File: config.mk
export PLATFORM = sky130hd
export DESIGN_NAME = bitop_exec_stage
export DESIGN_NICKNAME = d
export VERILOG_FILES = /design/src/rtl/lsx_pkg.sv /design/src/rtl/lsx_decode.sv /design/src/rtl/lsx_shifter.sv /design/src/rtl/lsx_alu.sv /design/src/rtl/bitop_exec_stage.sv
export SDC_FILE = /design/constraint.sdc
export NUM_CORES = 1
export LEC_CHECK = 0
export BUFFER_PORTS_ARGS = -buffer_cell sky130_fd_sc_hd__buf_4
export CAP_MARGIN = 5
export CORE_ASPECT_RATIO = 1.25
export CORE_MARGIN = 10
export CORE_UTILIZATION = 44
export DETAILED_ROUTE_END_ITERATION = 10
export HOLD_SLACK_MARGIN = 0.05
export PLACE_DENSITY = 0.66
export SLEW_MARGIN = 10
export SYNTH_ARGS = -nofsm -noshare
export SYNTH_HDL_FRONTEND = slang
export SYNTH_HIERARCHICAL = 1
export SYNTH_SLANG_ARGS = --single-unit
File: constraint.sdc
create_clock -name clk -period 5.25 [get_ports clk]
set_input_delay 0 -clock clk [delete_from_list [all_inputs] [get_ports clk]]
set_output_delay 0 -clock clk [all_outputs]
set_load 0.02 [all_outputs]
File: src/rtl/lsx_pkg.sv
package lsx_pkg;

    // Instruction field positions (fixed by the encoding)
    localparam int INSN_W   = 32;
    localparam int OPC_LSB  = 26;
    localparam int RS_LSB   = 21;
    localparam int RT_LSB   = 16;
    localparam int RD_LSB   = 11;
    localparam int SH_LSB   = 6;
    localparam int OPC_W    = 6;
    localparam int FN_W     = 6;
    localparam int REG_AW   = 5;
    localparam int SH_W     = 5;
    localparam int IMM_W    = 16;

    // Major opcodes
    localparam logic [OPC_W-1:0] OPC_REG   = 6'd0;
    localparam logic [OPC_W-1:0] OPC_ADDI  = 6'd8;
    localparam logic [OPC_W-1:0] OPC_ANDI  = 6'd12;
    localparam logic [OPC_W-1:0] OPC_ORI   = 6'd13;
    localparam logic [OPC_W-1:0] OPC_XORI  = 6'd14;
    localparam logic [OPC_W-1:0] OPC_LUI   = 6'd15;

    // Function codes for the register form
    localparam logic [FN_W-1:0] FN_SLL = 6'd0;
    localparam logic [FN_W-1:0] FN_SRL = 6'd2;
    localparam logic [FN_W-1:0] FN_SRA = 6'd3;
    localparam logic [FN_W-1:0] FN_ADD = 6'd32;
    localparam logic [FN_W-1:0] FN_AND = 6'd36;
    localparam logic [FN_W-1:0] FN_OR  = 6'd37;
    localparam logic [FN_W-1:0] FN_XOR = 6'd38;

    typedef enum logic [3:0] {
        K_NONE,
        K_AND,
        K_OR,
        K_XOR,
        K_ADD,
        K_SLL,
        K_SRL,
        K_SRA,
        K_LUI
    } op_kind_e;

    typedef struct packed {
        op_kind_e            kind;
        logic                src_imm;    // second operand is the immediate
        logic                imm_signed; // sign-extend the immediate
        logic [REG_AW-1:0]   dst;
        logic                legal;
    } dec_t;

endpackage

File: src/rtl/lsx_decode.sv
module lsx_decode
    import lsx_pkg::*;
(
    input  logic [INSN_W-1:0] instr_i,
    output dec_t              dec_o
);

    logic [OPC_W-1:0]  opc;
    logic [FN_W-1:0]   fn;
    logic [REG_AW-1:0] rt_f;
    logic [REG_AW-1:0] rd_f;

    assign opc  = instr_i[OPC_LSB +: OPC_W];
    assign fn   = instr_i[0 +: FN_W];
    assign rt_f = instr_i[RT_LSB +: REG_AW];
    assign rd_f = instr_i[RD_LSB +: REG_AW];

    always_comb begin
        dec_o            = '0;
        dec_o.kind       = K_NONE;
        if (opc == OPC_REG) begin
            dec_o.dst   = rd_f;
            dec_o.legal = 1'b1;
            unique case (fn)
                FN_SLL:  dec_o.kind = K_SLL;
                FN_SRL:  dec_o.kind = K_SRL;
                FN_SRA:  dec_o.kind = K_SRA;
                FN_ADD:  dec_o.kind = K_ADD;
                FN_AND:  dec_o.kind = K_AND;
                FN_OR:   dec_o.kind = K_OR;
                FN_XOR:  dec_o.kind = K_XOR;
                default: dec_o.legal = 1'b0;
            endcase
        end else begin
            dec_o.dst     = rt_f;
            dec_o.src_imm = 1'b1;
            dec_o.legal   = 1'b1;
            unique case (opc)
                OPC_ADDI: begin
                    dec_o.kind       = K_ADD;
                    dec_o.imm_signed = 1'b1;
                end
                OPC_ANDI: dec_o.kind = K_AND;
                OPC_ORI:  dec_o.kind = K_OR;
                OPC_XORI: dec_o.kind = K_XOR;
                OPC_LUI:  dec_o.kind = K_LUI;
                default:  dec_o.legal = 1'b0;
            endcase
        end
        if (!dec_o.legal) begin
            dec_o = '0;
            dec_o.kind = K_NONE;
        end
    end

endmodule

File: src/rtl/lsx_shifter.sv
module lsx_shifter #(
    parameter int DATA_W = 32,
    parameter int AMT_W  = 5
) (
    input  logic [DATA_W-1:0] val_i,
    input  logic [AMT_W-1:0]  amt_i,
    input  logic              left_i,
    input  logic              arith_i,
    output logic [DATA_W-1:0] res_o
);

    localparam int STAGES = AMT_W;

    logic [DATA_W-1:0]             rev_in;
    logic [DATA_W-1:0]             rev_out;
    logic [STAGES:0][DATA_W-1:0]   stg;
    logic                          fill;

    // Left shifts reuse the right-shift network on bit-reversed data
    for (genvar i = 0; i < DATA_W; i++) begin : g_rev
        assign rev_in[i]  = val_i[DATA_W-1-i];
        assign rev_out[i] = stg[STAGES][DATA_W-1-i];
    end

    assign fill   = arith_i & ~left_i & val_i[DATA_W-1];
    assign stg[0] = left_i ? rev_in : val_i;

    for (genvar k = 0; k < STAGES; k++) begin : g_stage
        localparam int DIST = 1 << k;
        assign stg[k+1] = amt_i[k] ? {{DIST{fill}}, stg[k][DATA_W-1:DIST]} : stg[k];
    end

    assign res_o = left_i ? rev_out : stg[STAGES];

endmodule

File: src/rtl/lsx_alu.sv
module lsx_alu
    import lsx_pkg::*;
#(
    parameter int DATA_W = 32
) (
    input  op_kind_e          kind_i,
    input  logic [DATA_W-1:0] a_i,
    input  logic [DATA_W-1:0] b_i,
    output logic [DATA_W-1:0] res_o
);

    always_comb begin
        unique case (kind_i)
            K_AND:   res_o = a_i & b_i;
            K_OR:    res_o = a_i | b_i;
            K_XOR:   res_o = a_i ^ b_i;
            K_ADD:   res_o = a_i + b_i;
            K_LUI:   res_o = b_i;
            default: res_o = '0;
        endcase
    end

endmodule

File: src/rtl/bitop_exec_stage.sv
module bitop_exec_stage
    import lsx_pkg::*;
#(
    parameter int DATA_W = 32
) (
    input  logic                 clk,
    input  logic                 rst_n,
    input  logic [INSN_W-1:0]    instr_i,
    input  logic [DATA_W-1:0]    rs_val_i,
    input  logic [DATA_W-1:0]    rt_val_i,
    output logic [DATA_W-1:0]    result_o,
    output logic [REG_AW-1:0]    wr_idx_o,
    output logic                 wr_en_o
);

    localparam int EXT_W = DATA_W - IMM_W;

    typedef struct packed {
        logic [DATA_W-1:0] res;
        logic [REG_AW-1:0] idx;
        logic              we;
    } stage_t;

    dec_t              dec;
    logic [IMM_W-1:0]  imm;
    logic [DATA_W-1:0] imm_ext;
    logic [DATA_W-1:0] opnd_b;
    logic [DATA_W-1:0] alu_res;
    logic [DATA_W-1:0] sh_res;
    logic              is_shift;
    stage_t            out_d, out_q;

    lsx_decode u_decode (
        .instr_i (instr_i),
        .dec_o   (dec)
    );

    assign imm     = instr_i[0 +: IMM_W];
    assign imm_ext = dec.imm_signed ? {{EXT_W{imm[IMM_W-1]}}, imm} : {{EXT_W{1'b0}}, imm};
    assign opnd_b  = (dec.kind == K_LUI) ? {imm, {EXT_W{1'b0}}}
                   : (dec.src_imm ? imm_ext : rt_val_i);

    lsx_alu #(.DATA_W(DATA_W)) u_alu (
        .kind_i (dec.kind),
        .a_i    (rs_val_i),
        .b_i    (opnd_b),
        .res_o  (alu_res)
    );

    lsx_shifter #(.DATA_W(DATA_W), .AMT_W(SH_W)) u_shift (
        .val_i   (rt_val_i),
        .amt_i   (instr_i[SH_LSB +: SH_W]),
        .left_i  (dec.kind == K_SLL),
        .arith_i (dec.kind == K_SRA),
        .res_o   (sh_res)
    );

    assign is_shift = (dec.kind == K_SLL) || (dec.kind == K_SRL) || (dec.kind == K_SRA);

    always_comb begin
        out_d = '0;
        if (dec.legal && (dec.dst != '0)) begin
            out_d.we  = 1'b1;
            out_d.idx = dec.dst;
            out_d.res = is_shift ? sh_res : alu_res;
        end
    end

    always_ff @(posedge clk) begin
        if (!rst_n) begin
            out_q <= '0;
        end else begin
            out_q <= out_d;
        end
    end

    assign result_o = out_q.res;
    assign wr_idx_o = out_q.idx;
    assign wr_en_o  = out_q.we;

    // register 0 is never the target of a write
    p_no_zero_dest_r10: assert property (@(posedge clk) disable iff (!rst_n)
        wr_en_o |-> (wr_idx_o != '0));

    // idle outputs are cleared
    p_idle_clear_r10: assert property (@(posedge clk) disable iff (!rst_n)
        !wr_en_o |-> (result_o == '0 && wr_idx_o == '0));

    // load-upper leaves the low half clear
    p_lui_layout_r9: assert property (@(posedge clk) disable iff (!rst_n)
        (wr_en_o && $past(instr_i[OPC_LSB +: OPC_W]) == OPC_LUI) |->
        (result_o[IMM_W-1:0] == '0 && result_o[DATA_W-1:IMM_W] == $past(instr_i[IMM_W-1:0])));

    // AND with a zero-extended immediate clears the upper half
    p_andi_upper_r5: assert property (@(posedge clk) disable iff (!rst_n)
        (wr_en_o && $past(instr_i[OPC_LSB +: OPC_W]) == OPC_ANDI) |->
        (result_o[DATA_W-1:IMM_W] == '0));

    // arithmetic right shift keeps the sign
    p_sra_sign_r8: assert property (@(posedge clk) disable iff (!rst_n)
        (wr_en_o && $past(instr_i[OPC_LSB +: OPC_W]) == OPC_REG
                 && $past(instr_i[FN_W-1:0]) == FN_SRA) |->
        (result_o[DATA_W-1] == $past(rt_val_i[DATA_W-1])));

    // register-form results go to rd
    p_rform_dest_r3: assert property (@(posedge clk) disable iff (!rst_n)
        (wr_en_o && $past(instr_i[OPC_LSB +: OPC_W]) == OPC_REG) |->
        (wr_idx_o == $past(instr_i[RD_LSB +: REG_AW])));

endmodule

# Word-level counts from Yosys, hierarchy flattened
# Cells that the tools add are included.
# word_totals
regBits	38
in_bits	98
output_inout_bits	38
wordCells	60
# classes
addsub	1
bitwise	6
n_eq_ne	19
n_reduce_logical	9
n_mux	22
# op_table
cell	count
32-bit two-way mux	11
32-bit case mux with 5 select lines	1
32-bit adder	1
32-bit bitwise AND	1
32-bit bitwise OR	1
32-bit bitwise XOR	1
6-bit by 4-bit == test with 1-bit output (second input constant)	5
6-bit == test (second input constant)	4
3-bit case mux with 7 select lines	1
4-bit case mux with 5 select lines	1
4-bit by 3-bit == test with 1-bit output (second input constant)	4
6-bit by 2-bit == test with 1-bit output (second input constant)	2
6-bit logical NOT	2
12-bit two-way mux	1
4-bit by 2-bit == test with 1-bit output (second input constant)	2
7-bit OR reduction	1
6-bit two-way mux	1
5-bit nonzero test	1
5-bit OR reduction	1
4-bit by 1-bit == test with 1-bit output (second input constant)	1
4-bit == test (second input constant)	1
1-bit two-way mux	4
4-bit two-way mux	1
1-bit bitwise AND	2
5 further kinds	6

# Longest topological paths before layout
# depth
word_depth	16
ltp_mapped	20
depth_no_buf	17

# By module
# Netlist, hierarchy kept.
# by_module_without_submodules
module	area_per_inst_um2	instances	seq_area_each_um2	cells_each
lsx_shifter	3594.7	1	0.0	461
lsx_alu	3565.9	1	0.0	548
bitop_exec_stage	1956.9	1	760.7	260
lsx_decode	322.8	1	0.0	45

# Least setup slack after synthesis
# No wires, ideal clock.
# synth_timing
path_type	input -> register
from	input instr_i[31]
to	register out_q, in the netlist result_o[28]
arrival_time_ns	4.041
setup_slack_ns	1.139
n_path_buf	1
setup_ns	0.070
stages	18
required_time_ns	5.180
path_cell_list	nor4_4 nand3b_4 o32ai_1 nor4b_2 clkbuf_1 nor2_1 ha_1 inv_1 fa_1 nor2b_1 o2111ai_1 a21oi_1 o22ai_2 o41ai_1 mux2_2 nand2_1 o21ai_0 a21oi_1
# synth_rtl
element	line	source
start: declaration	bitop_exec_stage.sv:8	input logic [INSN_W-1:0] instr_i,
end signal: assignment	bitop_exec_stage.sv:73	out_q <= out_d;
end: declaration	bitop_exec_stage.sv:31	stage_t out_d, out_q;

==> reports/qor.txt <==
FFs w/ async S/R, synth: 0%
Syn_nets: 1477
Hold crit path type: in2reg
Post-Syn Area: 9440 sq um
Layout cell share with drive strength beyond 1: 20.9%
Initial core utilization: 45.0%
Largest family of logic cells by synthesized area: compound AO/OA/AOI/OAI gates
Pre-CTS WS: 0.626 ns
Post-Synth XOR/XNOR Area: 1.30%
CTS Buf Count: 5
Critical path capture point type: register
HP Start: instr_i[19]
Routed WL: 41.4 mm
Die X-Extent: 151 microns
Synth Area in Compound Gates: 31.7%
Ant. Diodes: 0
EDFF count, synth: 0
Layout filler cell count: 2178
Syn_area_per_cell: 7.18 sq um
Final Util: 50.7%
Simple-gate share of the synthesized area: 21.8%
Cts repair resizes: 0
DR WL/cell: 25.2 microns
Rows: 59
Max_cap viols: 0
Status: completed
Synth Area in Adders: 8.69%
WP data arrival: 4.66 ns
H-tree levels: 2
Drt pass-1 iters: 6
CTS root buf: clkbuf_16
# IOs: 136
Distinct cell type count after synthesis: 91
RSZ-0062 raised after global routing: false
Gr ovfl total: 0
Final setup violation count: 0
VDD IR-drop max: 0.148 mV
Final ANT Viol Nets: 0
Reg clk slew, reported paths: 0.06 ns
Die area: 27800 sq um
P&R area growth vs syn: 12.6%
Largest net degree at the start of global routing: 50
PD cells: 144 nW/um^2
DP HPWL: 32.4 mm
Final nets: 1534
Max Buffers Root-to-Sink: 2
Leak: 4.51 nW
Final worst path period share: 84.7%
Port Buf Inserts: 130
Setup TNS: 0 ns
Vias/cell: 6.70
Initial DRC count: 1398
First-pass GRT wire length: 62.0 mm
Antenna violations before repair: 1
Worst slew pin tran: 1.12 ns
Crit path from: instr_i[31]
Fmax: 0.225 GHz
Most common flop cell mapped by yosys: dfxtp_1
GPL Wtd Cong: 0.982
Tmin final: 4.44 ns
Slew Limit Headroom: 25.4%
Via count: 11023
Synth Register Bits: 38
CTS tree: built
Mapped Cells: 1314
Core Box Area: 21000 sq um
Seq/Total Area, Yosys: 8.06%
Yosys Warn Count: 6
Final Hold Viols: 0
Critical path fanouts, max: 29
Critical Path RT: 5.46 ns
Die Span Y: 184 microns
Crit Path Class: in2reg
Post-CTS setup buffers: 0
Residual DRC count: 0
Mux share of post-synthesis cell area: 19.2%
Worst hold slack: 0.0921 ns
Worst setup margin: 0.806 ns
Total GRT Usage: 28.6%
Startpoint class of the critical path: input port
Pins Over Slew Limit: 0
Vias in the first global route: 10477
Clock sinks: 38
[logic make-up (layout without fill, tap and decap cells)]
logic type / Yosys count / after routing
compound gates: 453 / 453
simple gates: 416 / 416
buf+inv: 196 / 254
mux: 132 / 132
fa+ha+maj: 65 / 65
flops: 38 / 38
xor+xnor: 14 / 14
[path summary, 6_finish.rpt]
check	endpoint	slack (ns)	depth (start not counted)
min	wr_idx_o[3]	0.09	4
max	result_o[28]	0.81	19
[critical path, stage by stage]
cell and delay, ns:
buf_4 0.12, nor4_4 0.35, nand3b_4 0.16, o32ai_1 0.53, nor4b_4 0.11, buf_4 0.24
nor2_1 0.25, ha_1 0.27, inv_1 0.08, fa_1 0.42, nor2b_1 0.17, o2111ai_1 0.21
a21oi_1 0.24, o22ai_2 0.17, o41ai_1 0.57, mux2_2 0.40, nand2_1 0.08, o21ai_0 0.09
a21oi_1 0.18
[state kept, by name (all words and copies together), names as in the netlist]
register / flops
wr_idx_o: 5
wr_en_o: 1
result_o: 32
[per-layer routing]
metal | share of wire [%] | vias up | track usage (%) | wire, microns
li1 | - | 5025 | - | -
met1 | 36 | 5199 | 32.4 | 14800
met2 | 50 | 637 | 49.7 | 20600
met3 | 7.6 | 160 | 3.60 | 3160
met4 | 6.9 | 2 | 17.3 | 2850
met5 | 0.031 | - | 0 | 13
[power breakdown]
group	leakage [nW]	internal [mW]	switching (mW)	total (mW)
registers	0.306	0.288	0.000110	0.289
logic	4.13	0.335	0.541	0.876
clock network	0.0760	0.225	0.142	0.367
[cell type report]
| class | instances | area (sq um) | area share, % |
|---|---|---|---|
| Multi-Input combinational cell | 1080 | 7840 | 73.8 |
| Timing Repair Buffer | 157 | 1180 | 11.1 |
| Sequential cell | 38 | 761 | 7.16 |
| Tap cell | 274 | 343 | 3.22 |
| Inverter | 89 | 334 | 3.14 |
| Clock buffer | 5 | 125 | 1.18 |
| Clock inverter | 3 | 45.0 | 0.424 |
[timing repair]
item | 4_1_cts | 5_1_grt
setup endpoints to repair | 0 | 0
hold endpoints to repair | 5 | 0
hold buffers | 1 | 0
[placed cells by master (no fill, tap or decap), drive strengths merged, types with 11 or more instances in the layout]
cell type / count
a221o: 15
mux4: 34
nand3: 57
a21oi: 127
dfxtp: 38
mux2i: 46
o21ai: 115
a221oi: 24
or2: 11
o22ai: 18
o31ai: 16
nor3: 11
nor2b: 15
buf: 156
nand4: 14
ha: 64
nand2: 118
a21o: 21
nor2: 113
nand2b: 17
mux2: 52
inv: 87
a211oi: 12
[cell usage after synthesis, types with 8 or more instances]
cell type | n | share of area [%]
mux2i_1 | 46 | 4.9
nand2b_1 | 17 | 1.1
ha_1 | 64 | 8.5
nand2_1 | 118 | 4.7
a221o_1 | 15 | 1.6
or2_2 | 9 | 0.60
o31ai_1 | 16 | 1.3
buf_4 | 10 | 0.80
o21ai_0 | 109 | 5.8
o22ai_1 | 17 | 1.1
clkbuf_1 | 55 | 2.2
inv_1 | 86 | 3.4
a21o_1 | 21 | 1.7
buf_6 | 8 | 0.95
mux4_2 | 34 | 8.1
o211ai_1 | 8 | 0.64
nor2_1 | 113 | 4.5
a21oi_1 | 125 | 6.6
a221oi_1 | 22 | 2.0
nand3_1 | 57 | 3.0
nor3_1 | 11 | 0.58
nor2b_1 | 15 | 0.99
o21bai_1 | 9 | 0.72
buf_2 | 28 | 1.5
mux2_2 | 50 | 6.0
dfxtp_1 | 38 | 8.1
a31oi_1 | 9 | 0.60
nand4_1 | 14 | 0.93
a211oi_1 | 12 | 0.95
and3_1 | 9 | 0.60
o32ai_1 | 8 | 0.74
[through the flow]
stage,cells,area (sq um),total power [mW]
CTS,1646,10600,1.51
floorplan,1314,9440,0.856
global placement,1637,10500,1.14
finish,1646,10600,1.53
detailed placement,1637,10500,1.14
global route,1646,10600,1.60
(Power assumes the default switching activity.)
